### src/rtl/gab_pkg.sv
package gab_pkg;
    typedef enum logic [1:0] {
        ST_IDLE   = 2'd0,
        ST_RUN    = 2'd1,
        ST_FINISH = 2'd2
    } gab_state_e;
endpackage

### src/rtl/gab_offset_walk.sv
// Walks the in-block position k and presents its reflected Gray code.
module gab_offset_walk #(
    parameter int KW   = 4,
    parameter int LU_W = 3
) (
    input  logic            clk_i,
    input  logic            rst_i,
    input  logic            clear_i,
    input  logic            advance_i,
    input  logic [LU_W-1:0] log_uf_i,
    output logic [KW-1:0]   gray_o,
    output logic            first_o,
    output logic            last_o
);
    logic [KW-1:0] k_q;
    logic [KW-1:0] k_mask;

    // Mask of the low log_uf bits, i.e. uf-1.
    always_comb begin
        for (int b = 0; b < KW; b++) begin
            k_mask[b] = (b < int'(log_uf_i));
        end
    end

    always_ff @(posedge clk_i) begin
        if (rst_i || clear_i) begin
            k_q <= '0;
        end else if (advance_i) begin
            k_q <= (k_q == k_mask) ? '0 : k_q + 1'b1;
        end
    end

    assign gray_o  = k_q ^ (k_q >> 1);
    assign first_o = (k_q == '0);
    assign last_o  = (k_q == k_mask);
endmodule

### src/rtl/gab_toggle_acc.sv
// Accumulates the number of differing bits between two address words.
module gab_toggle_acc #(
    parameter int ADDR_W = 16,
    parameter int CNT_W  = 17
) (
    input  logic              clk_i,
    input  logic              rst_i,
    input  logic              clear_i,
    input  logic              en_i,
    input  logic [ADDR_W-1:0] prev_i,
    input  logic [ADDR_W-1:0] curr_i,
    output logic [CNT_W-1:0]  count_o
);
    localparam int PC_W = $clog2(ADDR_W + 1);

    logic [ADDR_W-1:0] diff;
    logic [PC_W-1:0]   pc;
    logic [CNT_W-1:0]  count_q;

    assign diff = prev_i ^ curr_i;

    always_comb begin
        pc = '0;
        for (int b = 0; b < ADDR_W; b++) begin
            pc = pc + PC_W'(diff[b]);
        end
    end

    always_ff @(posedge clk_i) begin
        if (rst_i || clear_i) begin
            count_q <= '0;
        end else if (en_i) begin
            count_q <= count_q + CNT_W'(pc);
        end
    end

    assign count_o = count_q;
endmodule

### src/rtl/gray_block_addr_gen.sv
module gray_block_addr_gen
    import gab_pkg::*;
#(
    parameter int ADDR_W     = 16,
    parameter int N_W        = 12,
    parameter int LOG_UF_MAX = 4,
    parameter int LU_W       = $clog2(LOG_UF_MAX + 1),
    parameter int CNT_W      = N_W + $clog2(ADDR_W + 1)
) (
    input  logic              clk_i,
    input  logic              rst_i,
    input  logic              start_i,
    input  logic [ADDR_W-1:0] base_i,
    input  logic [N_W-1:0]    count_i,
    input  logic [LU_W-1:0]   log_uf_i,
    output logic [ADDR_W-1:0] addr_o,
    output logic              valid_o,
    output logic              done_o,
    output logic [CNT_W-1:0]  intra_cnt_o,
    output logic [CNT_W-1:0]  inter_cnt_o
);
    localparam int KW = LOG_UF_MAX;

    gab_state_e        state_q, state_d;
    logic              accept;
    logic [ADDR_W-1:0] base_q, blk_q, prev_q;
    logic [N_W-1:0]    rem_q;
    logic [LU_W-1:0]   log_q, log_clamped;
    logic              have_prev_q;
    logic [KW-1:0]     gray_off;
    logic              blk_first, blk_last;
    logic              en_intra, en_inter;

    // State register
    always_ff @(posedge clk_i) begin
        if (rst_i) state_q <= ST_IDLE;
        else       state_q <= state_d;
    end

    // Next-state logic
    always_comb begin
        state_d = state_q;
        unique case (state_q)
            ST_IDLE:   if (start_i) state_d = (count_i == '0) ? ST_FINISH : ST_RUN;
            ST_RUN:    if (rem_q == N_W'(1)) state_d = ST_FINISH;
            ST_FINISH: state_d = ST_IDLE;
            default:   state_d = ST_IDLE;
        endcase
    end

    // Output decode
    always_comb begin
        valid_o = 1'b0;
        done_o  = 1'b0;
        unique case (state_q)
            ST_RUN:    valid_o = 1'b1;
            ST_FINISH: done_o  = 1'b1;
            default:   ;
        endcase
    end

    assign accept      = (state_q == ST_IDLE) && start_i;
    assign log_clamped = (int'(log_uf_i) > LOG_UF_MAX) ? LU_W'(LOG_UF_MAX) : log_uf_i;

    // Run registers
    always_ff @(posedge clk_i) begin
        if (rst_i) begin
            base_q      <= '0;
            blk_q       <= '0;
            rem_q       <= '0;
            log_q       <= '0;
            prev_q      <= '0;
            have_prev_q <= 1'b0;
        end else if (accept) begin
            base_q      <= base_i;
            blk_q       <= '0;
            rem_q       <= count_i;
            log_q       <= log_clamped;
            have_prev_q <= 1'b0;
        end else if (valid_o) begin
            rem_q       <= rem_q - 1'b1;
            prev_q      <= addr_o;
            have_prev_q <= 1'b1;
            if (blk_last) blk_q <= blk_q + (ADDR_W'(1) << log_q);
        end
    end

    gab_offset_walk #(.KW(KW), .LU_W(LU_W)) u_walk (
        .clk_i     (clk_i),
        .rst_i     (rst_i),
        .clear_i   (accept),
        .advance_i (valid_o),
        .log_uf_i  (log_q),
        .gray_o    (gray_off),
        .first_o   (blk_first),
        .last_o    (blk_last)
    );

    assign addr_o   = base_q + blk_q + ADDR_W'(gray_off);
    assign en_intra = valid_o && have_prev_q && !blk_first;
    assign en_inter = valid_o && have_prev_q && blk_first;

    gab_toggle_acc #(.ADDR_W(ADDR_W), .CNT_W(CNT_W)) u_intra (
        .clk_i   (clk_i),
        .rst_i   (rst_i),
        .clear_i (accept),
        .en_i    (en_intra),
        .prev_i  (prev_q),
        .curr_i  (addr_o),
        .count_o (intra_cnt_o)
    );

    gab_toggle_acc #(.ADDR_W(ADDR_W), .CNT_W(CNT_W)) u_inter (
        .clk_i   (clk_i),
        .rst_i   (rst_i),
        .clear_i (accept),
        .en_i    (en_inter),
        .prev_i  (prev_q),
        .curr_i  (addr_o),
        .count_o (inter_cnt_o)
    );
endmodule

### config.mk
export PLATFORM = sky130hd
export DESIGN_NAME = gray_block_addr_gen
export DESIGN_NICKNAME = d
export VERILOG_FILES = /design/src/rtl/gab_pkg.sv /design/src/rtl/gab_offset_walk.sv /design/src/rtl/gab_toggle_acc.sv /design/src/rtl/gray_block_addr_gen.sv
export SDC_FILE = /design/constraint.sdc
export NUM_CORES = 1
export LEC_CHECK = 0
export BUFFER_PORTS_ARGS = -buffer_cell sky130_fd_sc_hd__buf_2
export CAP_MARGIN = 20
export CORE_ASPECT_RATIO = 1.2
export CORE_MARGIN = 1.5
export CORE_UTILIZATION = 25
export CTS_CLUSTER_DIAMETER = 30
export DETAILED_ROUTE_END_ITERATION = 10
export GPL_ROUTABILITY_DRIVEN = 1
export PLACE_DENSITY_LB_ADDON = 0.2
export SYNTH_ARGS = -nofsm -noshare
export SYNTH_HDL_FRONTEND = slang
export SYNTH_SLANG_ARGS = --single-unit
### constraint.sdc
create_clock -name clk_i -period 16.1 [get_ports clk_i]
set_input_delay 2.415 -clock clk_i [delete_from_list [all_inputs] [get_ports clk_i]]
set_output_delay 2.415 -clock clk_i [all_outputs]
set_load 0.005 [all_outputs]
==> results of run 1 <==
-- tightest hold or removal path: cells and delay by family, from the launching register on --
family / cells / cell delay [ns]
and+or+nand+nor: 1 / 0.05
AOI/OAI and AO/OA: 1 / 0.05
DFF: 1 / 0.31
-- placed cells by master (no fill, tap or decap), drive strengths merged, types with 11 or more instances in the layout --
cell,n
a21oi,70
and3,11
buf,90
dfxtp,104
fa,18
ha,54
inv,51
nand2,93
nand3,14
nor2,94
nor3,17
o211ai,12
o21ai,30
or3,14
xnor2,30
xor2,35
-- Yosys cell counts (5+ instances only) --
master	n
a211oi_1	8
a21o_1	7
a21oi_1	70
a222oi_1	5
and2_1	5
and3_1	11
buf_1	6
clkbuf_1	27
dfxtp_1	104
fa_1	18
ha_1	54
inv_1	48
mux2i_1	10
nand2_1	93
nand3_1	13
nand4_1	7
nor2_1	94
nor2b_1	8
nor3_1	16
nor3b_1	8
nor4_1	6
o211ai_1	12
o21a_1	7
o21ai_0	30
o22ai_1	5
or3_1	14
or4_1	5
xnor2_1	30
xor2_1	35
-- sequential cells by signal (all words and copies together), names as in the netlist --
signal           flops
u_walk.k_q           4
base_q              16
blk_q               16
rem_q               12
log_q                3
u_intra.count_o     17
have_prev_q          1
state_q              2
prev_q              16
u_inter.count_o     17
-- worst paths after layout --
kind	slack, ns	to
hold reg to reg	0.46	base_q[1]
setup / recovery	8.09	u_inter.count_o[14]
hold / removal	0.46	base_q[1]
setup reg to reg	8.09	u_inter.count_o[14]
-- routing by layer --
metal,vias up,part of all wire,track usage
li1,2994,-,-
met1,2725,0.47,0.164
met2,117,0.46,0.214
met3,31,0.042,0.0271
met4,2,0.030,0.0554
met5,-,0.00067,0
-- final cells by class --
type / count / area [sq um]
multi-input combinational: 631 / 4330
timing repair buffer: 90 / 463
clock inverter: 7 / 62.6
fill: 2921 / 18600
clock buffer: 9 / 225
sequential: 104 / 2080
tap: 335 / 419
inverter: 48 / 180
-- power by group through the flow --
| stage | clock, mW | combinational (mW) | sequential (mW) |
|---|---|---|---|
| 6_report | 0.221 | 0.293 | 0.279 |
| 5_1_grt | 0.240 | 0.337 | 0.281 |
| 4_1_cts | 0.230 | 0.300 | 0.279 |
| 3_5_place_dp | 0 | 0.298 | 0.285 |
| 3_3_place_gp | 0 | 0.299 | 0.285 |
| 2_1_floorplan | 0 | 0.228 | 0.281 |
-- per-stage QoR --
stage	utilization	instances	hold slack [ns]	cell area, sq um
2_1_floorplan	-	818	0.436	6720
3_3_place_gp	0.284	1208	0.446	7470
3_5_place_dp	0.284	1208	0.456	7470
4_1_cts	0.295	1224	0.468	7760
5_1_grt	0.295	1224	0.495	7760
6_report	0.295	1224	0.464	7760
-- cells by family (layout without fill, tap and decap cells) --
group / Yosys count / after routing / synth area share
AO/OA/AOI/OAI: 179 / 179 / 0.171
multiplexers: 10 / 10 / 0.0149
AND/OR/NAND/NOR: 305 / 305 / 0.219
buffers and inverters: 83 / 154 / 0.0467
adder cells (fa/ha/maj): 72 / 72 / 0.154
XOR/XNOR: 65 / 65 / 0.0847
flip-flops: 104 / 104 / 0.310
==> flow_summary.ini, run 1 <==
[outcome]
status = complete, no violations

[setup_path]
cpMostUsedCell = fa_1
cpLargestDelayFamily = adder cells
cp-start-kind = flip-flop
crit_buf_inv = 3
crit_required_ns = 16.41
cp_max_fo = 7
crit_slowest_cell = or4b_2
r2r_cells = 25
rr_startpoint = u_walk.k_q[0]
crit_arrival_ns = 8.31
crit_type = reg -> reg
cpPeakStageDelay_ns = 0.64
cp-end-kind = flip-flop
crit_cells = 25
startpoint = u_walk.k_q[0]

[timing]
maxSlewViolCount = 0
slew_headroom = 0.385
period_minus_slack_ns = 8.01
tns_ns = 0
finalHoldViolations = 0
rsz0062_at_grt = false
fin_ws_ns = 8.09
fin_crit_sh = 0.497
skew_ns = 0.00987
max_freq_ghz = 0.125
setup_viol_count_final = 0
max_slew.worst_pin.slew_ns = 0.923

[global_routing]
grt_max_degree = 57
grt_pass1_wl_um = 28800
antenna_found_initial = 1
grt.total_usage = 0.130
grt_pass1_vias = 5490
grt_overflow = 0

[pwr]
powerDensity_nw_per_um2 = 102
pwr-share-clk = 0.278
p_sw_uw = 292
p_leak_nw = 3.35
ir_drop_mv = 0.0634
combinationalPowerShare = 0.370
p_int_uw = 501
sw_frac_of_total = 0.369
seq_power_share = 0.352
p_total_uw = 793

[cts]
clk_pin_slew_ns = 0.08
clockBufferDepth = 2
clock-root-buffer = clkbuf_16
postCtsSetupBuffers = 0
clk_latency_ns = 0.37
clock_sinks = 104
cts_buffers = 9
cts.htree.levels = 3
hold_buffers = 0
cts_tree = built
cts_resized = 0

[placed_design]
port_buffers = 85
place_hpwl_um = 13600
gp_congestion = 0.851
place_worst_setup_slack_ns = 8.08

[yosys]
synth_top_flop_cell = dfxtp_1
ys_ff_latch = 104
synth-edff-count = 0
yosys.area.top_type = dfxtp_1
yosys-top-cells-area = dfxtp_1, ha_1, fa_1, nor2_1, a21oi_1
syn-cell-area_sq_um = 6720
synth_cells = 818
syn_area_per_cell_sq_um = 8.22
ys_warn_count = 0
seq_area_frac_synth = 0.310
ys_types = 61
async_reset_ff_frac = 0
yosysTopAreaCellShare = 0.310
synthesis.nets = 924

[floorplan]
pin_count = 86
dieArea_sq_um = 27900
start_util = 0.255
rows = 65
die_x_um = 153
dieHeight_um = 183
coreArea_sq_um = 26400

[routing]
wire_per_inst_um = 14.6
vias = 5869
wl_um = 17900
antenna_left = 0
vias_per_cell = 4.79
drc = 0
firstDrtPassIters = 5
drt_iter0_markers = 315

[final_layout]
layout-drive-gt1-share = 0.129
syn_to_final_growth_pct = 15.4
insertedDiodeCount = 0
nets = 990

[worst_hold_path]
hp-class = reg -> reg
min_path_cells = 2
holdCritStartpoint = base_q[1]

[job]
cap_violations = 0
Note: power is estimated with default switching activity, not from simulation.
==> inputs of run 2 (changes only) <==
==> constraint.sdc (replaced) <==
create_clock -name clk_i -period 7.7 [get_ports clk_i]
set_input_delay 1.155 -clock clk_i [delete_from_list [all_inputs] [get_ports clk_i]]
set_output_delay 1.155 -clock clk_i [all_outputs]
set_load 0.005 [all_outputs]
==> run 2 against run 1 <==
Non-clock buffer count grew 11. Global-route usage grew 0.31 points. Maximum frequency grew 10%. Flip-flop and latch count is the same. First-iteration DRC count shrank 4.8%. Clock skew grew 0.0027 ns. Die area is the same. Total power grew 110%. Via count shrank 0.65%. Final cell count grew 0.90%. Count of clock-buffer cells in the layout is the same. Combinational power grew 120%.
==> flow_summary.ini, run 2 (synthesized netlist as in run 1, its figures left out) <==
[outcome]
status = complete, no violations

[placed_design]
gp_congestion = 0.831
dp.cells = 1218
port_buffers = 85
place_hpwl_um = 13700

[cts]
clk_pin_slew_ns = 0.08
clock_sinks = 104
cts_buffers = 9
clockBufferDepth = 2
hold_buffers = 0
cts.htree.levels = 3
cts_tree = built
clock-root-buffer = clkbuf_16
clk_latency_ns = 0.36

[global_routing]
grt_overflow = 0
antenna_found_initial = 0
grt_max_degree = 57
grt_pass1_wl_um = 29800
grt.total_usage = 0.133
grt_pass1_vias = 5665

[setup_path]
cpLargestDelayFamily = adder cells
crit_type = reg -> reg
cp_max_fo = 7
cp-end-kind = flip-flop
crit_slowest_cell = fa_2
cpMostUsedCell = fa_1
crit_required_ns = 7.92
cpPeakStageDelay_ns = 0.59
crit_buf_inv = 4
crit_cells = 25
cp-start-kind = flip-flop
crit_arrival_ns = 7.50
r2r_cells = 25

[floorplan]
dieArea_sq_um = 27900
dieHeight_um = 183
coreArea_sq_um = 26400
pin_count = 86
start_util = 0.255
rows = 65
die_x_um = 153

[final_layout]
multiInputGateArea_sq_um = 4390
insertedDiodeCount = 0
nets = 1001
final_cell_mix = dfxtp_1, nor2_1, nand2_1
stdcell_count = 1235
final_common_cell = dfxtp_1
layout-drive-gt1-share = 0.152
ff_latch_area_sq_um = 2080
fill_cells = 2893
syn_to_final_growth_pct = 17.6

[timing]
tns_ns = 0
setup_viol_count_final = 0
fin_crit_sh = 0.944
maxSlewViolCount = 0
period_minus_slack_ns = 7.27
slew_headroom = 0.388
skew_ns = 0.0125
max_slew.worst_pin.slew_ns = 0.918
rsz0062_at_grt = false
max_freq_ghz = 0.138
finalHoldViolations = 0

[routing]
vias_per_cell = 4.72
antenna_left = 0
wire_per_inst_um = 14.8
drc = 0
firstDrtPassIters = 4
wl_um = 18300
vias = 5831
drt_iter0_markers = 300

[pwr]
powerDensity_nw_per_um2 = 214
ir_drop_mv = 0.159
p_leak_nw = 3.41

[job]
cap_violations = 0

[worst_hold_path]
min_path_cells = 2
hp-class = reg -> reg
run 2: per-layer routing:
layer	up-vias	track usage	share of wire
met5	-	0	0
met4	0	0.0400	0.017
met3	16	0.0228	0.038
met2	106	0.229	0.48
met1	2695	0.169	0.47
li1	3014	-	-
run 2: layout make-up:
type                            instances  area share
Sequential cell                       104       0.263
Multi-Input combinational cell        631       0.555
Clock inverter                          7     0.00839
Tap cell                              335      0.0530
Timing Repair Buffer                  101      0.0690
Clock buffer                            9      0.0285
Inverter                               48      0.0228
run 2: what timing repair did:
item                                    4_1_cts  5_1_grt
setup buffers                                 0        1
pin swaps                                     0        1
gates resized for setup                       1       15
gates cloned                                  0        0
endpoints found under the setup margin        8       26
run 2: path summary, 6_finish.rpt:
check / startpoint / endpoint / slack [ns]
worst max-delay path: u_walk.k_q[2] / u_inter.count_o[9] / 0.43
worst min-delay path: base_q[1] / base_q[1] / 0.47
worst max register to register: u_walk.k_q[2] / u_inter.count_o[9] / 0.43
worst min register to register: base_q[1] / base_q[1] / 0.47
run 2: power by group:
part	total (mW)	switching, mW	internal [mW]
clock	0.468	0.237	0.230
combinational	0.641	0.361	0.280
sequential	0.584	0.0237	0.560
run 2: stage by stage:
stage          hold WS (ns)  utilization  cell area, sq um  setup WS [ns]  total power [mW]
2_1_floorplan         0.436            -              6720          0.329              1.06
3_3_place_gp          0.450        0.287              7550         0.0393              1.22
3_5_place_dp          0.456        0.287              7550       0.000865              1.22
4_1_cts               0.467        0.298              7850         0.0868              1.71
5_1_grt               0.493        0.300              7910         0.0261              1.84
6_report              0.467        0.300              7910          0.430              1.69
run 2: worst reg2reg max path, stage by stage (launching register included):
cell and delay, ns:
dfxtp_1 0.36, inv_1 0.08, ha_1 0.29, fa_1 0.47, ha_1 0.32, a21oi_2 0.16
nor2_1 0.11, or4_1 0.49, nand4_1 0.14, xor2_1 0.23, fa_1 0.49, fa_1 0.48
fa_1 0.54, inv_1 0.05, fa_1 0.50, fa_2 0.43, fa_2 0.59, inv_1 0.07
ha_1 0.27, a21o_1 0.18, a21o_1 0.20, a211oi_1 0.23, buf_4 0.20, nor3_1 0.07
xnor2_1 0.16, nor2_1 0.05
